## src/rtl/trn_pkg.sv

```systemverilog
package trn_pkg;
  localparam int LFSR_W = 15;
  localparam int EYES   = 2;

  typedef struct packed {
    logic clearAll;
    logic step;
    logic perEye;
  } trnStrobe_t;
endpackage

```

## src/rtl/trn_lfsr.sv

```systemverilog
module trn_lfsr
  import trn_pkg::*;
#(
  parameter int LANE_IDX = 0
) (
  input  logic              clk,
  input  logic              rstN,
  input  logic [LFSR_W-1:0] baseSeed,
  input  logic              load,
  input  logic              step,
  output logic              expBit
);
  logic [LFSR_W-1:0] state;
  logic [LFSR_W-1:0] seedRaw;
  logic [LFSR_W-1:0] seedVal;

  assign seedRaw = baseSeed ^ LFSR_W'(LANE_IDX);
  assign seedVal = (seedRaw == '0) ? '1 : seedRaw;
  assign expBit  = state[LFSR_W-1];

  always_ff @(posedge clk or negedge rstN) begin
    if (!rstN)     state <= '1;
    else if (load) state <= seedVal;
    else if (step) state <= {state[LFSR_W-2:0], state[LFSR_W-1] ^ state[LFSR_W-2]};
  end

  // shift register never locks up at zero
  a_r2_nonzero: assert property (@(posedge clk) disable iff (!rstN) state != '0);
  // no advance without a qualified beat
  a_r2_hold: assert property (@(posedge clk) disable iff (!rstN)
    (!load && !step) |=> $stable(state));
endmodule

```

## src/rtl/trn_ctrl.sv

```systemverilog
module trn_ctrl
  import trn_pkg::*;
(
  input  logic       clrCmd,
  input  logic       rxValid,
  input  logic       eyeMode,
  output trnStrobe_t strb
);
  always_comb begin
    strb.clearAll = clrCmd;
    strb.step     = rxValid & ~clrCmd;
    strb.perEye   = eyeMode;
  end
endmodule

```

## src/rtl/trn_datapath.sv

```systemverilog
module trn_datapath
  import trn_pkg::*;
#(
  parameter int NUM_LANES = 4,
  parameter int CNT_W     = 16,
  localparam int NUM_CNT  = NUM_LANES * EYES,
  localparam int ADDR_W   = $clog2(NUM_CNT)
) (
  input  logic                 clk,
  input  logic                 rstN,
  input  trnStrobe_t           strb,
  input  logic [NUM_LANES-1:0] rxData,
  input  logic [NUM_LANES-1:0] rxEye,
  input  logic [NUM_LANES-1:0] laneMask,
  input  logic [EYES-1:0]      eyeMask,
  input  logic [LFSR_W-1:0]    baseSeed,
  input  logic [ADDR_W-1:0]    rdAddr,
  output logic [CNT_W-1:0]     rdData
);
  logic [NUM_LANES-1:0] expBits;
  logic [NUM_LANES-1:0] laneMiss;
  logic [NUM_CNT-1:0]   hitVec;
  logic [CNT_W-1:0]     cnt [NUM_CNT];

  for (genvar l = 0; l < NUM_LANES; l++) begin : g_lane
    trn_lfsr #(.LANE_IDX(l)) lfsr_i (
      .clk      (clk),
      .rstN     (rstN),
      .baseSeed (baseSeed),
      .load     (strb.clearAll),
      .step     (strb.step),
      .expBit   (expBits[l])
    );

    assign laneMiss[l] = strb.step & (rxData[l] ^ expBits[l])
                       & ~laneMask[l] & ~eyeMask[rxEye[l]];

    for (genvar e = 0; e < EYES; e++) begin : g_eye
      assign hitVec[l*EYES+e] = laneMiss[l] &
        (strb.perEye ? (rxEye[l] == 1'(e)) : (e == 0));
    end
  end

  always_ff @(posedge clk or negedge rstN) begin
    if (!rstN) begin
      for (int i = 0; i < NUM_CNT; i++) cnt[i] <= '0;
    end else begin
      for (int i = 0; i < NUM_CNT; i++) begin
        if (strb.clearAll)                 cnt[i] <= '0;
        else if (hitVec[i] && cnt[i] != '1) cnt[i] <= cnt[i] + 1'b1;
      end
    end
  end

  always_ff @(posedge clk or negedge rstN) begin
    if (!rstN) rdData <= '0;
    else if ({1'b0, rdAddr} < (ADDR_W+1)'(NUM_CNT)) rdData <= cnt[rdAddr];
    else rdData <= '0;
  end

  for (genvar i = 0; i < NUM_CNT; i++) begin : g_chk
    a_r8_saturate: assert property (@(posedge clk) disable iff (!rstN)
      (cnt[i] == '1 && !strb.clearAll) |=> cnt[i] == '1);
    a_r4_single_step: assert property (@(posedge clk) disable iff (!rstN)
      !strb.clearAll |=> (cnt[i] == $past(cnt[i]) || cnt[i] == $past(cnt[i]) + 1'b1));
    a_r9_clear: assert property (@(posedge clk) disable iff (!rstN)
      strb.clearAll |=> cnt[i] == '0);
    a_r5_lane_mask: assert property (@(posedge clk) disable iff (!rstN)
      (laneMask[i/EYES] && !strb.clearAll) |=> $stable(cnt[i]));
    if (i % EYES != 0) begin : g_odd
      a_r7_eye_slot_idle: assert property (@(posedge clk) disable iff (!rstN)
        (!strb.perEye && !strb.clearAll) |=> $stable(cnt[i]));
    end
  end
endmodule

```

## src/rtl/trn_err_mon.sv

```systemverilog
module trn_err_mon
  import trn_pkg::*;
#(
  parameter int NUM_LANES = 4,
  parameter int CNT_W     = 16,
  localparam int ADDR_W   = $clog2(NUM_LANES * EYES)
) (
  input  logic                 clk,
  input  logic                 rstN,
  input  logic                 clrCmd,
  input  logic                 rxValid,
  input  logic [NUM_LANES-1:0] rxData,
  input  logic [NUM_LANES-1:0] rxEye,
  input  logic [NUM_LANES-1:0] laneMask,
  input  logic [EYES-1:0]      eyeMask,
  input  logic                 eyeMode,
  input  logic [LFSR_W-1:0]    baseSeed,
  input  logic [ADDR_W-1:0]    rdAddr,
  output logic [CNT_W-1:0]     rdData
);
  trnStrobe_t strb;

  trn_ctrl ctrl_i (
    .clrCmd  (clrCmd),
    .rxValid (rxValid),
    .eyeMode (eyeMode),
    .strb    (strb)
  );

  trn_datapath #(.NUM_LANES(NUM_LANES), .CNT_W(CNT_W)) dp_i (
    .clk      (clk),
    .rstN     (rstN),
    .strb     (strb),
    .rxData   (rxData),
    .rxEye    (rxEye),
    .laneMask (laneMask),
    .eyeMask  (eyeMask),
    .baseSeed (baseSeed),
    .rdAddr   (rdAddr),
    .rdData   (rdData)
  );
endmodule

```

## config.mk

```make
export PLATFORM = sky130hd
export DESIGN_NAME = trn_err_mon
export DESIGN_NICKNAME = d
export VERILOG_FILES = /design/src/rtl/trn_pkg.sv /design/src/rtl/trn_lfsr.sv /design/src/rtl/trn_ctrl.sv /design/src/rtl/trn_datapath.sv /design/src/rtl/trn_err_mon.sv
export SDC_FILE = /design/constraint.sdc
export NUM_CORES = 1
export LEC_CHECK = 0
export ABC_AREA = 1
export BUFFER_PORTS_ARGS = -buffer_cell sky130_fd_sc_hd__buf_2
export CAP_MARGIN = 20
export CORE_ASPECT_RATIO = 1.2
export CORE_MARGIN = 2
export CORE_UTILIZATION = 65
export CTS_BUF_LIST = sky130_fd_sc_hd__clkbuf_8
export DETAILED_ROUTE_END_ITERATION = 6
export GPL_TIMING_DRIVEN = 0
export PLACE_DENSITY = 0.83
export REMOVE_ABC_BUFFERS = 1
export SLEW_MARGIN = 25
export SYNTH_ARGS = -nofsm -noshare
export SYNTH_HDL_FRONTEND = slang
export SYNTH_SLANG_ARGS = --single-unit
```

## constraint.sdc

```tcl
create_clock -name clk -period 1.94 [get_ports clk]
set_input_delay 0.097 -clock clk [delete_from_list [all_inputs] [get_ports clk]]
set_output_delay 0.097 -clock clk [all_outputs]
set_load 0.005 [all_outputs]
```

==> results of run 1 <==
## per-layer routing
layer	vias up	part of all wire	wire, um
met5	-	0	0
met4	0	0.039	1380
met3	111	0.081	2880
met2	577	0.47	16800
met1	6137	0.41	14500
li1	6240	-	-
## layout make-up
| type | count | area, um2 |
|---|---|---|
| multi-input combinational | 1439 | 6810 |
| sequential | 204 | 5180 |
| fill | 1534 | 5100 |
| timing repair buffer | 82 | 661 |
| clock buffer | 47 | 647 |
| inverter | 158 | 619 |
| tap | 261 | 327 |
| clock inverter | 15 | 206 |
| antenna | 1 | 2.50 |
## power breakdown
group / internal (mW) / switching (mW)
Sequential: 4.52 / 0.100
Combinational: 0.305 / 0.604
Clock: 2.85 / 1.91
Total: 7.67 / 2.62
## final timing paths
kind	start	endpoint	slack (ns)	cells after the start
setup / recovery	dp_i.cnt[17]$_DFFE_PN0P_	dp_i.cnt[25]$_DFFE_PN0P_	0.14	9
hold / removal	rstN	dp_i.cnt[29]$_DFFE_PN0P_	0.04	2
setup reg to reg	dp_i.cnt[17]$_DFFE_PN0P_	dp_i.cnt[25]$_DFFE_PN0P_	0.14	9
hold reg to reg	dp_i.g_lane[1].lfsr_i.state[0]$_DFFE_PN1P_	dp_i.g_lane[1].lfsr_i.state[0]$_DFFE_PN1P_	0.47	2
max in group asynchronous	rstN	dp_i.g_lane[1].lfsr_i.state[0]$_DFFE_PN1P_	1.06	3
min in group clk	rdAddr[2]	dp_i.rdData[2]$_DFF_PN0_	0.09	3
## layout by cell type, fill, tap and decap left out, types with 7 or more instances in the layout
cell,n
nand2_1,606
o21ai_0,85
clkbuf_8,47
dlygate4sd3_1,17
nor2_2,13
buf_2,50
nand2_2,13
a21oi_1,56
buf_4,7
ha_1,8
o21bai_1,22
nor2_1,161
nand4_1,71
or2_2,17
o22ai_1,7
inv_2,8
nand3_1,307
o21a_1,12
dfstp_2,60
dfrtp_1,144
inv_1,153
nand3_2,11
nor2_4,18
## critical path, stage by stage (launching register included)
cell	delay, ns
dfrtp_1	0.43
ha_1	0.20
nand2_2	0.10
nor2_2	0.15
nand2_1	0.10
nor2_2	0.21
inv_1	0.08
nand2_2	0.26
nand3_1	0.12
nand2_1	0.09
## state kept, by name, summed over array words and instances, names as in the netlist
register                  cells
dp_i.g_lane.lfsr_i.state     60
dp_i.cnt                    128
dp_i.rdData                  16
## stage by stage
stage	setup TNS [ns]	std cells
CTS	0	2201
global route	0	2206
floorplan	-7.10	1801
detailed placement	-80.47	2120
finish	0	2207
global placement	-663.29	2114
## cell families after synthesis
| family | share of synthesized area |
|---|---|
| fa+ha+maj | 0.00771 |
| simple gates | 0.422 |
| flops | 0.399 |
| buf+inv | 0.0803 |
| compound gates | 0.0836 |
| xor+xnor | 0.00742 |
## repair_timing
action,4_1_cts,5_1_grt
gates resized for setup,1,10
setup endpoints to repair,8,135
endpoints found under the hold margin,193,0
pin swaps,2,3
setup buffers,2,5
hold buffers,17,0
==> results by group, run 1 <==
Timing
  • Max Transition Viols Final: 0
  • Rel. slew slack: 0.367
  • Final Setup Violations: 0
  • Clock Skew: 0.0336 ns
  • Fin. Hold Viols: 0
  • WHS: roughly 0.038 ns
  • RSZ-0062 raised after global routing: false
  • Minimum clock period: around 1.8 ns
  • FMAX: around 0.56 GHz
  • Crit share post-route: 0.929
  • Setup WS post-layout: 0.138 ns
  • Worst Tran Pin Value: 0.948 ns

Global routing
  • First-pass GRT wire length: 58,700 um
  • Vias in the first global route: 12,200
  • M1 GR Usage: 0.444
  • Largest net degree at the start of global routing: 159
  • Met3 usage: 0.0572
  • Layer with the highest usage: met2
  • All-Layer GR Usage: 0.337
  • Number of antenna violations at the first check in global routing: 1
  • Met2 usage: 0.551
  • Gr ovfl total: 0

Die
  • # IOs: 53
  • Chip Width: 133 um
  • Core region area: 19,500 um2
  • Die area: around 21,000 um2
  • Initial core utilization: 0.664
  • Die Ht: 159 um
  • Num rows: 56

Clock tree
  • CTS Sinks: 204
  • Root Driver: clkbuf_8
  • Clk buf depth: 3
  • Clock latency on the worst-skew pair: 0.55 ns
  • Htree depth: 2
  • CTS tree: done
  • Clock slew at reported path FFs: 0.06 ns
  • Total CTS buffers: 35

Power
  • Peak VDD IR: 0.683 mV
  • Total power: 10.3 mW
  • Leakage power: 7.02 nW
  • Pwr dens: about 700 nW/um2

Logic synthesis
  • Post-Syn Area: 13,000 um2
  • Cells after synthesis: 1,877
  • Synthesis-stage register bit count: 204
  • FFs w/ async S/R, synth: 1.00
  • Synth top area cells: dfrtp_1, nand2_1, dfstp_2, nand3_1, nor2_1
  • Number of synthesized flops with an enable pin: 0
  • Synth cell count leaders: nand2_1, nand3_1, nor2_1
  • Library cells used by synthesis: 36
  • Commonest register cell after synthesis: dfrtp_1
  • YS warnings: 0
  • Sequential share of the synthesized area: 0.399
  • Synth area leader: dfrtp_1
  • Count leader, synth: nand2_1
  • Synth top area share: 0.278
  • Mean Syn Cell Area: 6.92 um2

Worst setup path
  • CP max FO: 16
  • Setup CP Type: register to register
  • Worst Path Arrival: between 2 and 2.5 ns
  • Crit path required time: 2.43 ns
  • CP Capture Type: register
  • Startpoint type of the worst setup path: register

Hold path
  • Worst Hold Class: primary input to async pin

Detailed routing
  • Vias/cell: 5.92
  • Post-Route WL: 35,500 um
  • Antenna-violating nets left: 0
  • Wire per inst: 16.1 um
  • Starting DRT DRC Count: 1,298
  • Drt drc: 0
  • Total number of vias: 13,100
  • DR pass1 iterations: 5

Cells and area
  • Share of the core filled with cells: 0.739
  • Share of post-route cells with drive strength above 1: 0.138
  • Post-route design area: ~14,000 um2
  • Nets: 1,965
  • Area delta synth->final: 11.3%

Place
  • Pre-CTS setup slack: -0.632 ns
  • GPL Wtd Cong: ~0.92
  • Cell Area, Placed: 13,300 um2
  • IO Port Bufs: 52
  • Hpwl dp: between 20,000 and 25,000 um

Job
  • Max cap viols: 0

Status
  • Run status: finished clean
Note: power is estimated with default switching activity, not from simulation.
==> run 2, diff against run 1 <==
HOLD_SLACK_MARGIN = 0.06   (was unset)
==> run 2 against run 1 <==
Register-to-register slack about the same. Combinational power up 2.5%. Die area unchanged. Via count up 0.89%. Critical path depth unchanged. Cell count up 0.18%. Sequential share of layout area down 0.096 points. First-iteration DRC count up 0.46%. Critical endpoint is now dp_i.g_lane[0].lfsr_i.state[3]$_DFFE_PN1P_. Total power up 0.21%. Utilization up 0.20 points. Maximum frequency down 2.9%.
==> results by group, run 2 (synthesized netlist as in run 1, its figures left out) <==
Status
  • Run status: finished clean

Cells and area
  • Area delta synth->final: 11.6%
  • Most common cell after layout, fill and taps aside: nand2_1
  • Top flop regs: dp_i.cnt x128, dp_i.g_lane.lfsr_i.state x60, dp_i.rdData x16
  • Fin cells: 2,211 (+0.18%)
  • Commonest cells after routing, fill and taps aside: nand2_1, nand3_1, nor2_1, inv_1, dfrtp_1
  • Reg with most FFs: dp_i.cnt
  • Post-route design area: 14,500 um2 (+0.27%)
  • Largest register FFs: 128 (unchanged)
  • Nets: 1,969 (+0.20%)
  • FILL cells: 1,517 (-1.1%)
  • Share of post-route cells with drive strength above 1: 0.138 (+0.000230)

Power
  • Net Switching: 2.63 mW (+0.57%)
  • Flop pwr share: 0.448 (about the same)
  • Pwr dens: 711 nW/um2 (about the same)
  • Clock Power Share: 0.461 (about the same)
  • Gate power share: 0.090 (+0.002)
  • Peak VDD IR: 0.666 mV (-2.5%)
  • Internal: 7.68 mW (about the same)
  • Sw Ratio: 0.255 (+0.000911)
  • Leakage power: 7.04 nW (+0.28%)

Place
  • IO Port Bufs: 52 (unchanged)
  • Pre-CTS setup slack: -0.632 ns (unchanged)
  • Cell Area, Placed: 13,300 um2 (unchanged)
  • DP Cell Count: 2,120 (unchanged)
  • GPL Wtd Cong: 0.920 (unchanged)
  • Hpwl dp: 23,500 um (unchanged)

Worst setup path
  • CP Capture Type: register
  • Startpoint type of the worst setup path: primary input
  • Crit path required time: 2.43 ns (about the same)
  • Worst Path Arrival: 2.34 ns (+0.05 ns)
  • Reg2reg start: dp_i.cnt[17]$_DFFE_PN0P_
  • Setup CP Type: primary input to register
  • CP Capture Point: dp_i.g_lane[0].lfsr_i.state[3]$_DFFE_PN1P_
  • RR Endpoint: dp_i.cnt[25]$_DFFE_PN0P_
  • CP max FO: 6 (-10)
  • R2R setup slack: 0.14 ns (about the same)
  • Worst-case reg-to-reg path depth: 9 (unchanged)
  • CP Launch Point: baseSeed[12]

Timing
  • Minimum clock period: 1.86 ns (+0.0545 ns)
  • Crit share post-route: 0.957 (+0.0281)
  • RSZ-0062 raised after global routing: false
  • Max Transition Viols Final: 0 (unchanged)
  • Worst Tran Pin Value: 0.955 ns (+0.00688 ns)
  • Fin. Hold Viols: 0 (unchanged)
  • FMAX: 0.539 GHz (-2.9%)
  • WHS: 0.103 ns (+0.0659 ns)
  • Clock Skew: 0.0362 ns (+0.00265 ns)
  • Final setup TNS: 0 ns (unchanged)
  • Final Setup Violations: 0 (unchanged)
  • Setup WS post-layout: 0.0839 ns (-0.0545 ns)
  • Rel. slew slack: 0.363 (-0.00459)

Die
  • Initial core utilization: 0.664 (unchanged)
  • Num rows: 56 (unchanged)
  • Chip Width: 133 um (unchanged)
  • # IOs: 53 (unchanged)
  • Die Ht: 159 um (unchanged)
  • Die area: 21,100 um2 (unchanged)
  • Core region area: 19,500 um2 (unchanged)

Clock tree
  • Root Driver: clkbuf_8
  • CTS tree: done
  • Total CTS buffers: 35 (unchanged)
  • Htree depth: 2 (unchanged)
  • Clk buf depth: 3 (unchanged)
  • CTS Sinks: 204 (unchanged)
  • Clock slew at reported path FFs: 0.06 ns (about the same)
  • Clock latency on the worst-skew pair: 0.55 ns (about the same)

Global routing
  • Vias in the first global route: 12,200 (+0.025%)
  • All-Layer GR Usage: 0.337 (+0.000342)
  • Largest net degree at the start of global routing: 159 (unchanged)
  • Number of antenna violations at the first check in global routing: 1 (unchanged)
  • Gr ovfl total: 0 (unchanged)
  • First-pass GRT wire length: 58,800 um (+0.14%)

Detailed routing
  • Vias/cell: 5.96 (+0.71%)
  • DR WL met3: 3110 um (+8.0%)
  • Wl on met1: 14,500 um (+0.21%)
  • Post-Route WL: 36,300 um (+2.1%)
  • DR pass1 iterations: 6 (+1)
  • Max layer used: met4
  • Total number of vias: 13,200 (+0.89%)
  • Antenna-violating nets left: 0 (unchanged)
  • Starting DRT DRC Count: 1,304 (+0.46%)
  • WL met2: 17,200 um (+2.1%)
  • Drt drc: 0 (unchanged)
  • Wire per inst: 16.4 um (+2.0%)

Job
  • Max cap viols: 0 (unchanged)

Hold path
  • WHS Path Cells: 3
  • Worst Hold Class: primary input to register
## run 2: changes by cell type in the layout (fill, tap and decap cells not counted), sizes merged
cell / previous run / this run
dlygate4sd3: 17 / 20
buf: 64 / 63
clkbuf: 48 / 49
inv: 162 / 163
## run 2: how the worst min path moves through the flow
stage	from	to	slack [ns]
floorplan	rstN	dp_i.cnt[0]$_DFFE_PN0P_	-0.20
global placement	baseSeed[3]	dp_i.g_lane[3].lfsr_i.state[3]$_DFFE_PN1P_	0.43
detailed placement	rstN	dp_i.cnt[29]$_DFFE_PN0P_	0.04
CTS	rdAddr[2]	dp_i.rdData[2]$_DFF_PN0_	0.07
global route	rdAddr[2]	dp_i.rdData[2]$_DFF_PN0_	0.13
finish	rdAddr[2]	dp_i.rdData[2]$_DFF_PN0_	0.10
## run 2: layout make-up
| class | instances | area [um2] | share of cell area |
|---|---|---|---|
| Timing Repair inverter | 1 | 11.3 | 0.000777 |
| Inverter | 158 | 619 | 0.0427 |
| Clock inverter | 15 | 206 | 0.0142 |
| Tap cell | 261 | 327 | 0.0225 |
| Antenna cell | 1 | 2.50 | 0.000173 |
| Timing Repair Buffer | 85 | 693 | 0.0478 |
| Clock buffer | 47 | 647 | 0.0446 |
| Multi-Input combinational cell | 1439 | 6810 | 0.470 |
| Sequential cell | 204 | 5180 | 0.357 |
## run 2: worst max-delay path, stage by stage
cell and delay, ns:
dlygate4sd3_1 0.57, buf_2 0.15, nor2_1 0.08, nand2_1 0.07, nor2_1 0.34, nand4_1 0.20
buf_4 0.20, nand4_1 0.07, dlygate4sd3_1 0.56
## run 2: power groups by stage
stage,combinational (mW),sequential [mW],clock [mW]
detailed placement,0.857,4.68,0
floorplan,0.445,4.67,0
CTS,0.897,4.61,4.78
global route,1.02,4.63,4.96
finish,0.932,4.62,4.75
global placement,0.795,4.68,0
## run 2: routing by layer
layer | vias up | GRT usage
met5 | - | 0
met2 | 631 | 0.554
met3 | 129 | 0.0591
met1 | 6163 | 0.441
li1 | 6258 | -
met4 | 0 | 0.137
## run 2: through the flow
step	power [mW]	util
CTS	10.3	0.736
finish	10.3	0.741
detailed placement	5.54	0.681
global placement	5.48	0.671
global route	10.6	0.741
floorplan	5.11	-
## run 2: repair_timing
action / in CTS / in global routing
buffers inserted: 2 / 5
setup endpoints to repair: 8 / 129
hold buffers: 20 / 0
endpoints found under the hold margin: 204 / 0
pin swaps: 2 / 3
gates resized for setup: 1 / 10
gates cloned: 0 / 1
==> run 3, diff against run 2 <==
==> constraint.sdc (replaced) <==
create_clock -name clk -period 1.94 [get_ports clk]
set_input_delay 0.388 -clock clk [delete_from_list [all_inputs] [get_ports clk]]
set_output_delay 0.388 -clock clk [all_outputs]
set_load 0.005 [all_outputs]
==> run 3 against run 2 <==
The run now ends with DRC left. Cell count is 0.86% lower. Register-to-register slack hardly changed. Sequential cell count stayed put. Clock skew is 0.0028 ns lower. Hold slack better by 0.082 ns. Design area is 1.2% lower. Sequential share of layout area is 0.42 points higher. Via count is 1.1% lower. Clock power hardly changed. Critical path depth stayed put. Non-clock buffer count is 20 lower. Critical endpoint is now dp_i.cnt[25]$_DFFE_PN0P_.
==> results by group, run 3 (synthesized netlist as in run 1, its figures left out) <==
Timing
  • Clock Skew: 0.0334 ns (-0.00277 ns)
  • FMAX: 0.557 GHz (+3.4%)
  • RSZ-0062 raised after global routing: false
  • Max Transition Viols Final: 0 (unchanged)
  • Fin. Hold Viols: 0 (unchanged)
  • Rel. slew slack: 0.515 (+0.152)
  • Crit share post-route: 0.925 (-0.0314)
  • Final Setup Violations: 0 (unchanged)
  • Worst Tran Pin Value: 0.728 ns (-0.227 ns)
  • Minimum clock period: 1.80 ns (-0.0609 ns)

Power
  • Internal: 7.65 mW (-0.30%)
  • Net Switching: 2.59 mW (-1.4%)
  • Sw Ratio: 0.253 (-0.00216)
  • Total power: 10.2 mW (-0.58%)
  • Gate power share: 0.087 (-0.003)
  • Pwr dens: 715 nW/um2 (+0.59%)
  • Clock Power Share: 0.462 (about the same)
  • Leakage power: 6.96 nW (-1.2%)
  • Peak VDD IR: 0.655 mV (-1.6%)
  • Flop pwr share: 0.451 (+0.003)

Detailed routing
  • Drt drc: 1 (+1)
  • DR pass1 iterations: 7 (+1)
  • Wire per inst: 16.1 um (-2.1%)
  • Antenna-violating nets left: 0 (unchanged)
  • Starting DRT DRC Count: 1,278 (-2.0%)
  • Total number of vias: 13,000 (-1.1%)
  • Post-Route WL: 35,200 um (-3.0%)
  • Vias/cell: 5.95 (-0.20%)

Hold path
  • Worst Hold Class: primary input to register
  • WHS Path Cells: 3 (unchanged)
  • Worst hold start: baseSeed[5]
  • Hold EP: dp_i.g_lane[2].lfsr_i.state[5]$_DFFE_PN1P_

Worst setup path
  • R2R setup slack: 0.14 ns (about the same)
  • CP Launch Point: dp_i.cnt[17]$_DFFE_PN0P_
  • Setup CP Type: register to register
  • Critical path's slowest cell: dfrtp_1
  • Reg2reg start: dp_i.cnt[17]$_DFFE_PN0P_
  • Crit path required time: 2.42 ns (about the same)
  • Startpoint type of the worst setup path: register
  • CP max FO: 16 (+10)
  • CP peak stage delay: 0.43 ns (-0.14 ns)
  • Critical-path cell list: ha_1 > nand2_2 > nor2_2 > nand2_1 > nor2_2 > inv_1 > nand2_2 > nand3_1 > nand2_1
  • RR Endpoint: dp_i.cnt[25]$_DFFE_PN0P_
  • Worst Path Arrival: 2.28 ns (-0.06 ns)
  • CP Capture Type: register
  • Worst-case reg-to-reg path depth: 9 (unchanged)

Clock tree
  • CTS Sinks: 204 (unchanged)
  • Clock latency on the worst-skew pair: 0.55 ns (about the same)
  • Clk buf depth: 3 (unchanged)
  • Clock slew at reported path FFs: 0.07 ns (about the same)
  • Total CTS buffers: 35 (unchanged)
  • Htree depth: 2 (unchanged)
  • Root Driver: clkbuf_8
  • CTS tree: done

Cells and area
  • Reg with most FFs: dp_i.cnt
  • Area delta synth->final: 10.3%
  • Nets: 1,950 (-0.96%)
  • Commonest cells after routing, fill and taps aside: nand2_1, nand3_1, nor2_1, inv_1, dfrtp_1
  • Share of post-route cells with drive strength above 1: 0.140 (+0.00188)
  • FILL cells: 1,551 (+2.2%)
  • Most common cell after layout, fill and taps aside: nand2_1
  • Largest register FFs: 128 (unchanged)
  • Share of the core filled with cells: 0.733 (-0.00864)
  • Top flop regs: dp_i.cnt x128, dp_i.g_lane.lfsr_i.state x60, dp_i.rdData x16

Place
  • Hpwl dp: 23,500 um (unchanged)
  • GPL Wtd Cong: 0.920 (unchanged)
  • IO Port Bufs: 52 (unchanged)

Die
  • Initial core utilization: 0.664 (unchanged)
  • # IOs: 53 (unchanged)
  • Chip Width: 133 um (unchanged)
  • Die Ht: 159 um (unchanged)
  • Num rows: 56 (unchanged)
  • Core region area: 19,500 um2 (unchanged)
  • Die area: 21,100 um2 (unchanged)

Global routing
  • Vias in the first global route: 12,200 (unchanged)
  • Number of antenna violations at the first check in global routing: 2 (+1)
  • Largest net degree at the start of global routing: 96 (-40%)
  • First-pass GRT wire length: 58,400 um (-0.70%)
  • Gr ovfl total: 0 (unchanged)
  • All-Layer GR Usage: 0.334 (-0.00280)

Status
  • Failing checks: DRC
  • Run status: finished, violations left

Job
  • Max cap viols: 0 (unchanged)
-- run 3: changes by cell type in the layout (fill, tap and decap cells not counted), sizes merged --
cell and delta:
dlygate4sd3 -19, clkbuf -2, clkinvlp +2, inv -2, buf +1, clkinv +1
-- run 3: layer usage --
| metal | routed length [um] | track usage |
|---|---|---|
| met1 | 14400 | 0.444 |
| met2 | 16600 | 0.542 |
| met5 | 0 | 0 |
| met3 | 2960 | 0.0565 |
| met4 | 1200 | 0.139 |
-- run 3: power groups by stage --
stage                     Clock [mW]  Combinational [mW]  Sequential [mW]
after global routing            4.95               0.989             4.63
after floorplan                    0               0.445             4.67
after global placement             0               0.795             4.68
final                           4.74               0.894             4.62
after CTS                       4.78               0.878             4.61
after detailed placement           0               0.857             4.68
-- run 3: stage by stage --
step,hold WS (ns),instances,area (um2),worst slack (ns),TNS (ns)
floorplan,0.0924,1801,12500,-0.526,-27.57
global placement,0.456,2114,13100,-2.95,-782.02
detailed placement,0.327,2120,13300,-0.923,-139.25
CTS,0.172,2188,14200,0.0100,0
global route,0.203,2191,14300,0.00666,0
finish,0.185,2192,14300,0.145,0
-- run 3: worst max-delay path by stage --
stage | to | cells past startpoint
3_3_place_gp | dp_i.cnt[123]$_DFFE_PN0P_ | 1
6_report | dp_i.cnt[25]$_DFFE_PN0P_ | 9
4_1_cts | dp_i.cnt[90]$_DFFE_PN0P_ | 8
5_1_grt | dp_i.cnt[49]$_DFFE_PN0P_ | 9
3_5_place_dp | dp_i.g_lane[0].lfsr_i.state[0]$_DFFE_PN1P_ | 5
2_1_floorplan | dp_i.g_lane[1].lfsr_i.state[1]$_DFFE_PN1P_ | 7
-- run 3: critical path, delay by kind of cell (launching register included) --
family        cells  cell delay [ns]
buf+inv           1             0.07
flops             1             0.43
simple gates      7             1.02
fa+ha+maj         1             0.21
-- run 3: area by class of cell --
cell class,count,area (um2),area share
clock inverter,15,206,0.0144
multi-input combinational,1439,6810,0.475
antenna,1,2.50,0.000175
inverter,158,623,0.0435
timing repair inverter,2,23.8,0.00166
clock buffer,47,647,0.0452
sequential,204,5180,0.362
timing repair buffer,65,508,0.0355
tap,261,327,0.0228
-- run 3: repair_timing --
item,CTS,global route
gates cloned,1,1
endpoints found under the hold margin,47,0
resized for setup,3,10
setup endpoints to repair,195,101
pin swaps,2,1
setup buffers,4,2
hold buffers,1,0
